$ cat src/rtl/adc_link_pkg.sv
package adc_link_pkg;
  typedef enum logic [2:0] {
    ST_INIT  = 3'd0,
    ST_DCAL  = 3'd1,
    ST_DWAIT = 3'd2,
    ST_SCAL  = 3'd3,
    ST_NORM  = 3'd4
  } link_state_e;
endpackage

$ cat src/rtl/adc_link_rst_sync.sv
module adc_link_rst_sync #(
  parameter int STAGES = 2
) (
  input  logic clk,
  input  logic rst_in_n,
  output logic rst_out_n
);
  logic [STAGES-1:0] sh_q;

  always_ff @(posedge clk or negedge rst_in_n) begin
    if (!rst_in_n) sh_q <= '0;
    else           sh_q <= {sh_q[STAGES-2:0], 1'b1};
  end

  assign rst_out_n = sh_q[STAGES-1];
endmodule

$ cat src/rtl/adc_link_timer.sv
module adc_link_timer #(
  parameter int INIT_HOLD = 8,
  parameter int SETTLE    = 6
) (
  input  logic clk,
  input  logic rst_n,
  input  logic restart,
  output logic init_done,
  output logic settle_done
);
  localparam int MAXC = (INIT_HOLD > SETTLE) ? INIT_HOLD : SETTLE;
  localparam int CW   = $clog2(MAXC + 1);
  localparam logic [CW-1:0] CNT_MAX   = CW'(MAXC);
  localparam logic [CW-1:0] INIT_LAST = CW'(INIT_HOLD - 1);
  localparam logic [CW-1:0] SETL_LAST = CW'(SETTLE - 1);

  logic [CW-1:0] cnt_q, cnt_d;
  logic          cnt_en;

  always_comb begin
    cnt_en = restart || (cnt_q != CNT_MAX);
    cnt_d  = restart ? '0 : cnt_q + 1'b1;
  end

  always_ff @(posedge clk or negedge rst_n) begin
    if (!rst_n)      cnt_q <= '0;
    else if (cnt_en) cnt_q <= cnt_d;
  end

  assign init_done   = (cnt_q == INIT_LAST);
  assign settle_done = (cnt_q == SETL_LAST);
endmodule

$ cat src/rtl/adc_link_fsm.sv
module adc_link_fsm
  import adc_link_pkg::*;
(
  input  logic        clk,
  input  logic        rst_n,
  input  logic        init_done,
  input  logic        settle_done,
  input  logic        dly_lock,
  input  logic        dly_fail,
  input  logic        slip_lock,
  input  logic        slip_fail,
  input  logic        frame_bad,
  output link_state_e state_q,
  output link_state_e state_d
);
  always_comb begin
    state_d = state_q;
    unique case (state_q)
      ST_INIT:  if (init_done) state_d = ST_DCAL;
      ST_DCAL: begin
        if (dly_fail)      state_d = ST_INIT;
        else if (dly_lock) state_d = ST_DWAIT;
      end
      ST_DWAIT: if (settle_done) state_d = ST_SCAL;
      ST_SCAL: begin
        if (slip_fail)      state_d = ST_INIT;
        else if (slip_lock) state_d = ST_NORM;
      end
      ST_NORM:  if (frame_bad) state_d = ST_INIT;
      default:  state_d = ST_INIT;
    endcase
  end

  always_ff @(posedge clk or negedge rst_n) begin
    if (!rst_n) state_q <= ST_INIT;
    else        state_q <= state_d;
  end
endmodule

$ cat src/rtl/adc_link_outputs.sv
module adc_link_outputs
  import adc_link_pkg::*;
(
  input  logic        clk,
  input  logic        rst_n,
  input  link_state_e state_q,
  input  link_state_e state_d,
  input  logic        frame_bad,
  input  logic        word_vld_in,
  output logic        dly_start,
  output logic        slip_start,
  output logic        frame_err,
  output logic        adc_test_pat,
  output logic        word_vld
);
  logic enter_dcal, enter_scal, in_norm;

  always_comb begin
    enter_dcal = (state_d == ST_DCAL) && (state_q != ST_DCAL);
    enter_scal = (state_d == ST_SCAL) && (state_q != ST_SCAL);
    in_norm    = (state_q == ST_NORM);
    word_vld   = in_norm && word_vld_in && !frame_bad;
  end

  always_ff @(posedge clk or negedge rst_n) begin
    if (!rst_n) begin
      dly_start    <= 1'b0;
      slip_start   <= 1'b0;
      frame_err    <= 1'b0;
      adc_test_pat <= 1'b1;
    end else begin
      dly_start    <= enter_dcal;
      slip_start   <= enter_scal;
      frame_err    <= in_norm && frame_bad;
      adc_test_pat <= (state_d != ST_NORM);
    end
  end
endmodule

$ cat src/rtl/adc_link_seq.sv
module adc_link_seq
  import adc_link_pkg::*;
#(
  parameter int INIT_HOLD = 8,
  parameter int SETTLE    = 6,
  parameter int SYNC_STG  = 2
) (
  input  logic clk,
  input  logic rst_n,
  input  logic dly_lock,
  input  logic dly_fail,
  input  logic slip_lock,
  input  logic slip_fail,
  input  logic frame_bad,
  input  logic word_vld_in,
  output logic dly_start,
  output logic slip_start,
  output logic adc_test_pat,
  output logic frame_err,
  output logic word_vld
);
  logic        rst_sync_n;
  logic        init_done, settle_done, restart;
  link_state_e state_q, state_d;

  adc_link_rst_sync #(.STAGES(SYNC_STG)) u_rst (
    .clk(clk), .rst_in_n(rst_n), .rst_out_n(rst_sync_n)
  );

  assign restart = (state_d != state_q);

  adc_link_timer #(.INIT_HOLD(INIT_HOLD), .SETTLE(SETTLE)) u_tmr (
    .clk(clk), .rst_n(rst_sync_n), .restart(restart),
    .init_done(init_done), .settle_done(settle_done)
  );

  adc_link_fsm u_fsm (
    .clk(clk), .rst_n(rst_sync_n),
    .init_done(init_done), .settle_done(settle_done),
    .dly_lock(dly_lock), .dly_fail(dly_fail),
    .slip_lock(slip_lock), .slip_fail(slip_fail),
    .frame_bad(frame_bad),
    .state_q(state_q), .state_d(state_d)
  );

  adc_link_outputs u_out (
    .clk(clk), .rst_n(rst_sync_n),
    .state_q(state_q), .state_d(state_d),
    .frame_bad(frame_bad), .word_vld_in(word_vld_in),
    .dly_start(dly_start), .slip_start(slip_start),
    .frame_err(frame_err), .adc_test_pat(adc_test_pat),
    .word_vld(word_vld)
  );
endmodule

$ cat config.mk
export PLATFORM = sky130hd
export DESIGN_NAME = adc_link_seq
export DESIGN_NICKNAME = d
export VERILOG_FILES = /design/src/rtl/adc_link_pkg.sv /design/src/rtl/adc_link_rst_sync.sv /design/src/rtl/adc_link_timer.sv /design/src/rtl/adc_link_fsm.sv /design/src/rtl/adc_link_outputs.sv /design/src/rtl/adc_link_seq.sv
export SDC_FILE = /design/constraint.sdc
export NUM_CORES = 1
export LEC_CHECK = 0
export BUFFER_PORTS_ARGS = -buffer_cell sky130_fd_sc_hd__buf_4
export CAP_MARGIN = 20
export CORE_UTILIZATION = 51
export DETAILED_ROUTE_END_ITERATION = 10
export GPL_TIMING_DRIVEN = 1
export PLACE_DENSITY = 0.74
export SYNTH_ARGS = -nofsm -noshare
export SYNTH_HDL_FRONTEND = slang
export SYNTH_HIERARCHICAL = 1
export SYNTH_SLANG_ARGS = --single-unit
$ cat constraint.sdc
create_clock -name clk -period 1.1 [get_ports clk]
set_input_delay 0.055 -clock clk [delete_from_list [all_inputs] [get_ports clk]]
set_output_delay 0.055 -clock clk [all_outputs]
set_load 0.05 [all_outputs]
==> Yosys cells after proc, flatten, opt, wreduce, memory -nomap -nowiden <==
Index checks and enable logic that the tools add are counted.
{ "classes": {"addsub": 1, "eq_ne": 13, "mux": 9, "n_reduce_logical": 8} }
{ "op_table": {"columns": ["operator", "n"], "rows": [
  ["two-way mux 3 bit", 7],
  ["case mux 3 bit (5 select lines)", 1],
  ["equality test 3 x 2 -> 1 bit (second input constant)", 3],
  ["equality test 4 x 3 -> 1 bit (second input constant)", 2],
  ["equality test 3 x 1 -> 1 bit (second input constant)", 2],
  ["logical AND 1 bit", 5],
  ["adder 4 x 1 -> 4 bit (second input constant)", 1],
  ["two-way mux 4 bit", 1],
  ["!= test 4 bit (second input constant)", 1],
  ["equality test 3 bit (second input constant)", 1],
  ["zero test 3 bit", 1],
  ["!= test 3 x 1 -> 1 bit (second input constant)", 1],
  ["!= test 3 x 2 -> 1 bit (second input constant)", 1],
  ["!= test 3 bit", 1],
  ["!= test 3 bit (second input constant)", 1],
  ["zero test 1 bit", 1],
  ["logical OR 1 bit", 1]
]} }
{ "totals": {"regBits": 13, "input_bits": 8, "output_inout_bits": 5} }

==> Depth between registers and ports, before layout <==
Gate-level depths: netlist (run 1).
{ "logic_depth": {"depth_word": 5, "depth_mapped": 8, "depth_no_buf": 8} }

==> Hierarchy <==
The synthesis (run 1) kept the hierarchy.
{ "by_module_without_submodules": {"columns": ["mod", "instances", "cells_each", "area_each_um2"], "rows": [
  ["adc_link_timer", 1, 23, 251.5],
  ["adc_link_outputs", 1, 13, 173.9],
  ["adc_link_fsm", 1, 17, 163.9],
  ["adc_link_rst_sync", 1, 3, 53.8],
  ["adc_link_seq", 1, 4, 31.3]
]} }

==> Worst setup path after synthesis (run 1) <==
OpenSTA, ideal clock, no wires.
{ "synth_timing": {"path_kind": "register to register", "from": "register u_tmr.cnt_q[0]", "to": "register u_tmr.cnt_q[2]", "setup_ns": 0.078, "arrival_ns": 1.734, "required_ns": 1.022, "setup_slack_ns": -0.712, "stages_incl_launch_ff": 9, "cell_sequence": "dfrtp_1 -> ha_1 -> and3b_2 -> nor2b_1 -> a211oi_1 -> a211oi_1 -> xnor2_1 -> nand3_1 -> a21oi_1"} }
{ "synth_via": {"elab_chain_cells": 5} }
{ "synth_lines": {"columns": ["item", "line_no", "rtl"], "rows": [
  ["start, declared", "adc_link_timer.sv:17", "logic [CW-1:0] cnt_q, cnt_d;"],
  ["start signal, assigned", "adc_link_timer.sv:27", "else if (cnt_en) cnt_q <= cnt_d;"],
  ["equality test 4 x 3 -> 1 bit (*)", "adc_link_timer.sv:30", "assign init_done = (cnt_q == INIT_LAST);"],
  ["via init_done", "adc_link_seq.sv:23", "logic init_done, settle_done, restart;"],
  ["two-way mux 3 bit (*)", "adc_link_fsm.sv:19", "ST_INIT: if (init_done) state_d = ST_DCAL;"],
  ["case mux 3 bit (5 select lines) (*)", "adc_link_fsm.sv:18", "unique case (state_q)"],
  ["via state_d[0]", "adc_link_seq.sv:24", "link_state_e state_q, state_d;"],
  ["!= test 3 bit (*)", "adc_link_seq.sv:30", "assign restart = (state_d != state_q);"],
  ["via restart", "adc_link_seq.sv:23", null],
  ["two-way mux 4 bit / logical OR 1 bit (equally long branches)", "adc_link_timer.sv:22, adc_link_timer.sv:21", null]
]} }
Mark *: on every way through the listed nets, which the timed path passes. The rest lies on a longest branch.
A chain may end at the register's enable or synchronous reset.

==> Worst setup path after layout (run 1) <==
{ "layout_timing": {"from": "register u_tmr.cnt_q[1]", "to": "register u_tmr.cnt_q[2]"} }
The elaborated chain is that of the path after synthesis.

==> reports/metrics.yaml, run 1 <==
cts.htree.levels: 1
p_per_area_nw_per_um2: 2150
design.core.area_um2: 1170
worstRegToRegCells: 8
worstHoldPathCells: 2
grt_max_degree: 12
fin_crit_ns: 1.79
p_leak_nw: 0.511
clock_latency_ns: 0.29
ys.flop_type: "dfrtp_1"
gr-usage-all-layers_pct: 30.2
finalClockSkew_ns: 0.00262
rsz0062_at_grt: "yes"
hold_class: "in2reg"
cts_made_buffers: 3
cp.arrival_ns: 2.01
multiInputGateArea_um2: 408
die_h_um: 38.4
drt-pass1-iter-count: 4
clock-root-buffer: "clkbuf_4"
num_antenna_cells: 0
postRouteWirelength_um: 1870
failed_checks: "negative setup slack"
grt_pass1_vias: 596
nFillCells: 56
synth_edf_count: 0
drive_gt1_share_pct: 62.1
gp_congestion: 0.795
syn-cell-area_um2: 674
postSynthCellCount: 60
clk_pin_slew_ns: 0.08
die_w_um: 38.4
synthArstFlopShare_pct: 100
seqCellArea_um2: 329
drc: 0
syn2layout_area_growth_pct: 54.7
ys_seq_elements: 13
nets: 107
synth_nets: 71
ys_seq_area_share_pct: 48.4
start_util_pct: 57.6
setup_slack_ns: -0.695
num_rows: 12
status: "finished, violations left"
hpwl_um: 1130
viasPerCell: 5.59
numClockSinks: 13
yosysWarnings: 6
finalMaxSlewViolations: 0
endpoint_kind: "flip-flop"
wl_per_cell_um: 17.1
grt_overflow_total: 0
hold_violations: 0
final_util_pct: 89.1
synth_area_per_cell_um2: 11.2
peakVddDrop_mv: 1.33
ant_nets: 0
dieArea_um2: 1470
num_vias: 609
critPathLaunchType: "flip-flop"
fin_total_pwr_mw: 2.24
cts_tree: "yes"
first_iter_violations: 11
grt_pass1_wl_um: 2760
io_buffers: 12
crit_fanout: 4
clock_path_buffers: 2
cap_viol_max_count: 0
worstSetupPathType: "reg2reg"
ys_types: 27
timing.fmax_mhz: 557
period_share_pct: 163
grt_antenna_before_repair: 0
setup_violations: 11
crit_required_ns: 1.32
io_pins: 13
-- placed cells by master, fill, tap and decap left out, types with 2 or more instances in the layout --
cell      netlist  layout
buf_4           0      26
a211oi_2        0       2
and3b_2         2       2
ha_1            3       2
a21oi_2         0       2
dfrtp_1        12      10
nand3b_1        2       2
clkbuf_4        0       3
nor2_2          0       4
xnor2_1         4       4
nor2_1          7       3
nand2_1         3       3
dfrtp_2         0       2
buf_6           0       3
-- critical path: stages, from the launching register on --
cell and delay, ns:
dfrtp_1 0.43, ha_2 0.21, and3b_2 0.19, nor2b_4 0.12, a211oi_2 0.18, a211oi_2 0.08
xnor2_1 0.21, nand3_2 0.17, a21oi_2 0.15
-- metal layers --
layer | global-route usage, % | part of all wire, %
met5 | 0 | 0
met3 | 7.56 | 4.8
met4 | 20.7 | 5.6
met1 | 34.1 | 38
met2 | 49.6 | 51
-- area by class of cell --
cell class	count	area share, %
sequential	13	31.5
clock buffer	3	2.16
tap	14	1.68
inverter	2	0.719
clock inverter	1	0.480
multi-input combinational	45	39.1
timing repair buffer	31	24.3
-- per-stage QoR --
step	instances	TNS, ns	area [um^2]	setup slack [ns]	hold slack, ns
final	109	-5.25	1040	-0.695	0.0496
after CTS	108	-4.44	1020	-0.576	0.0413
after global routing	109	-6.15	1040	-0.820	0.0397
after global placement	100	-3.62	910	-0.496	-0.163
after detailed placement	100	-4.11	910	-0.608	-0.160
after floorplan	60	-3.30	697	-0.531	-0.241
-- Yosys cell counts, drive strengths merged, types with 2 or more instances --
master / number / area share, %
a21oi: 3 / 2.2
a211oi: 2 / 2.2
and3b: 2 / 3.0
and4b: 2 / 3.0
nand3b: 3 / 5.2
inv: 2 / 1.1
nand2: 3 / 1.7
nand3: 2 / 1.5
ha: 3 / 5.6
o21ai: 2 / 1.5
dfrtp: 12 / 45
nor3: 2 / 2.2
nor2: 7 / 3.9
xnor2: 4 / 5.2
-- worst paths after layout --
path	to	slack (ns)	start
worst max-delay path	u_tmr/cnt_q[2]	-0.69	u_tmr/cnt_q[1]
worst min-delay path	u_out/frame_err	0.05	frame_bad
worst max register to register	u_tmr/cnt_q[2]	-0.69	u_tmr/cnt_q[1]
worst min register to register	u_tmr/cnt_q[1]	0.19	u_rst/sh_q[1]
max in group asynchronous	u_fsm/state_q[1]	0.58	u_rst/sh_q[1]
min in group asynchronous	u_rst/sh_q[1]	0.11	rst_n
-- report_power, final --
group / switching (mW) / internal, mW / total [mW] / leakage, nW
Clock: 0.175 / 0.136 / 0.311 / 0.0177
Sequential: 0.115 / 0.586 / 0.700 / 0.166
Combinational: 0.650 / 0.583 / 1.23 / 0.327
-- state kept, by name, summed over array words and instances, names as in the netlist --
signal and flops:
u_tmr/cnt_q 4, u_rst/sh_q 2, u_out/dly_start 1, u_fsm/state_q 3, u_out/adc_test_pat 1, u_out/slip_start 1, u_out/frame_err 1
-- kinds of logic (layout without fill, tap and decap cells) --
| family | after synthesis | after routing | share of synthesized area (%) |
|---|---|---|---|
| other cells | 1 | 1 | 0.556 |
| fa+ha+maj | 3 | 3 | 5.57 |
| flops | 13 | 13 | 48.4 |
| xor+xnor | 5 | 5 | 6.49 |
| buf+inv | 2 | 37 | 1.11 |
| compound gates | 7 | 7 | 5.94 |
| simple gates | 28 | 28 | 30.4 |
| mux | 1 | 1 | 1.48 |
-- what timing repair did --
item,CTS,global route
gates resized for setup,13,5
hold buffers,1,0
hold endpoints to repair,2,0
pin swaps,10,4
endpoints found under the setup margin,11,11
buffers inserted,3,2
gates cloned,0,0
Note: power is estimated with default switching activity, not from simulation.
==> inputs of run 2 (changes only) <==
CORE_UTILIZATION = 35   (was 51)
PLACE_DENSITY = unset   (was 0.74)
==> run 2 against run 1 <==
The run still ends with negative setup slack left; clock power down 6.8%; register-to-register slack improved by 0.12 ns; routed wire length is 26% lower; setup slack improved by 0.12 ns; non-clock buffer count shrank 2; final cell count is 8.3% higher; clock skew increased by 0.0053 ns; clock-buffer cell count rose by 1; utilization shrank 31 points; via count decreased by 8.7%; hold slack worse by 0.014 ns; sequential share of layout area is 0.65 points higher; critical endpoint unchanged.
==> reports/metrics.yaml, run 2 (synthesis gave the netlist of run 1 again) <==
dieArea_um2: 2110  # +43%
num_rows: 15  # +3
grt_pass1_vias: 575  # -3.5%
wl_per_cell_um: 11.7  # -32%
reg2reg_slack_ns: -0.58  # +0.12 ns
first_iter_violations: 1  # -10
rsz0062_at_grt: "yes"
p_leak_nw: 0.494  # -3.3%
fin_total_pwr_mw: 2.10  # -6.4%
slowest_delay_ns: 0.40  # -0.03 ns
drc: 0  # unchanged
fin_crit_ns: 1.68  # -0.118 ns
cts_tree: "yes"
cap_viol_max_count: 0  # unchanged
rr_endpoint: "u_tmr/cnt_q[2]"
clock_path_buffers: 2  # unchanged
cpMaxStageDelayCell: "dfrtp_1"
p_per_area_nw_per_um2: 2060  # -4.1%
die_w_um: 45.9  # +20%
layout_common_cells: "25 x buf_4, 11 x dfrtp_1, 4 x xnor2_1, 4 x nor2_1"
hp-start: "frame_bad"
layout_commonest_cell: "buf_4"
cts_made_buffers: 3  # unchanged
hold_class: "in2reg"
crit_fanout: 4  # unchanged
peakVddDrop_mv: 1.27  # -4.6%
path_buf_inv: 0  # unchanged
setup_violations: 11  # unchanged
cp_top_family: "simple AND/OR/NAND/NOR gates"
hold_end: "u_out/frame_err"
clock_latency_ns: 0.28  # about the same
gr-usage-met3_pct: 1.19  # -6.4 points
critPathLaunchType: "flip-flop"
clock-root-buffer: "clkbuf_4"
dp_cells: 111  # +11%
finalMaxSlewViolations: 0  # unchanged
hpwl_um: 1000  # -11%
grt_antenna_before_repair: 0  # unchanged
finalClockSkew_ns: 0.00797  # +0.00534 ns
reg_top3: "u_tmr/cnt_q x4, u_fsm/state_q x3, u_rst/sh_q x2"
worstPathCellList: "ha_2, and3b_2, nor2b_4, a211oi_2, a211oi_2, xnor2_1, nand3_2, a21oi_2"
gp_congestion: 0.761  # -4.3%
largest_reg_flops: 4  # unchanged
design.core.area_um2: 1760  # +51%
critPathLaunch: "u_tmr/cnt_q[1]"
r2r_start: "u_tmr/cnt_q[1]"
grt_pass1_wl_um: 2430  # -12%
cts.htree.levels: 1  # unchanged
crit_top_cell: "a211oi_2"
status: "finished, violations left"
multiInputGateArea_um2: 390  # -4.3%
cp.arrival_ns: 1.88  # -0.13 ns
use_met1_pct: 20.6  # -14 points
nFillCells: 172  # +210%
ant_nets: 0  # unchanged
numClockSinks: 13  # unchanged
setup_slack_ns: -0.577  # +0.118 ns
timing.fmax_mhz: 596  # +7.1%
hold_violations: 0  # unchanged
num_antenna_cells: 0  # unchanged
crit_required_ns: 1.30  # -0.02 ns
worstRegToRegCells: 8  # unchanged
clk_pin_slew_ns: 0.08  # about the same
met2_usage_pct: 27.6  # -22 points
gr-usage-all-layers_pct: 16.8  # -13 points
fin_cells: 118  # +8.3%
worstHoldPathCells: 2  # unchanged
die_h_um: 45.9  # +20%
io_pins: 13  # unchanged
failed_checks: "negative setup slack"
seqCellArea_um2: 328  # -0.38%
syn2layout_area_growth_pct: 51.0
grt_busiest_layer: "met2"
regMostFlops: "u_tmr/cnt_q"
num_vias: 556  # -8.7%
postRouteWirelength_um: 1380  # -26%
nets: 105  # -1.9%
worstSetupPathType: "reg2reg"
endpoint_kind: "flip-flop"
drt-pass1-iter-count: 3  # -1
drive_gt1_share_pct: 54.8  # -7.3 points
hold_ws_ns: 0.0357  # -0.0138 ns
viasPerCell: 4.71  # -16%
grt_overflow_total: 0  # unchanged
grt_max_degree: 12  # unchanged
period_share_pct: 152  # -11 points
start_util_pct: 38.2  # -19 points
io_buffers: 12  # unchanged
==> run 2: repair_timing <==
action                                 4_1_cts  5_1_grt
endpoints found under the hold margin        2        0
setup endpoints to repair                   11       11
pin swaps                                    7        2
resized for setup                            8        3
buffers inserted                             2        0
hold buffers                                 1        0
==> run 2: per-layer routing <==
layer  share of wire [%]  vias up
met3                 1.4        5
met4                 2.9        0
li1                    -      273
met1                  45      271
met5                   0        -
met2                  50        7
==> run 2: cell type report <==
| class | instances | area share (%) |
|---|---|---|
| inverter | 2 | 0.737 |
| timing repair buffer | 29 | 23.1 |
| tap | 25 | 3.07 |
| sequential | 13 | 32.2 |
| clock buffer | 4 | 2.58 |
| multi-input combinational | 45 | 38.3 |
==> run 2: metrics by stage <==
step | setup TNS, ns | utilization (%) | setup slack (ns) | instance area (um^2)
after floorplan | -3.30 | - | -0.531 | 697
after global placement | -3.55 | 52.3 | -0.492 | 923
after detailed placement | -3.78 | 52.3 | -0.576 | 923
after CTS | -4.28 | 57.2 | -0.544 | 1010
after global routing | -5.21 | 57.7 | -0.662 | 1020
final | -4.43 | 57.7 | -0.577 | 1020
==> run 2: worst max path at each step <==
| stage | slack (ns) | end | depth (start not counted) |
|---|---|---|---|
| after floorplan | -0.53 | u_tmr/cnt_q[2] | 8 |
| after global placement | -0.49 | u_tmr/cnt_q[2] | 8 |
| after detailed placement | -0.58 | u_tmr/cnt_q[2] | 8 |
| after CTS | -0.54 | u_tmr/cnt_q[2] | 8 |
| after global routing | -0.66 | u_tmr/cnt_q[2] | 8 |
| final | -0.58 | u_tmr/cnt_q[2] | 8 |
==> run 2: power by group <==
part / leakage [nW] / internal [mW] / total (mW) / switching (mW)
clock: 0.0150 / 0.141 / 0.290 / 0.149
sequential: 0.168 / 0.583 / 0.671 / 0.0884
combinational: 0.312 / 0.563 / 1.14 / 0.576
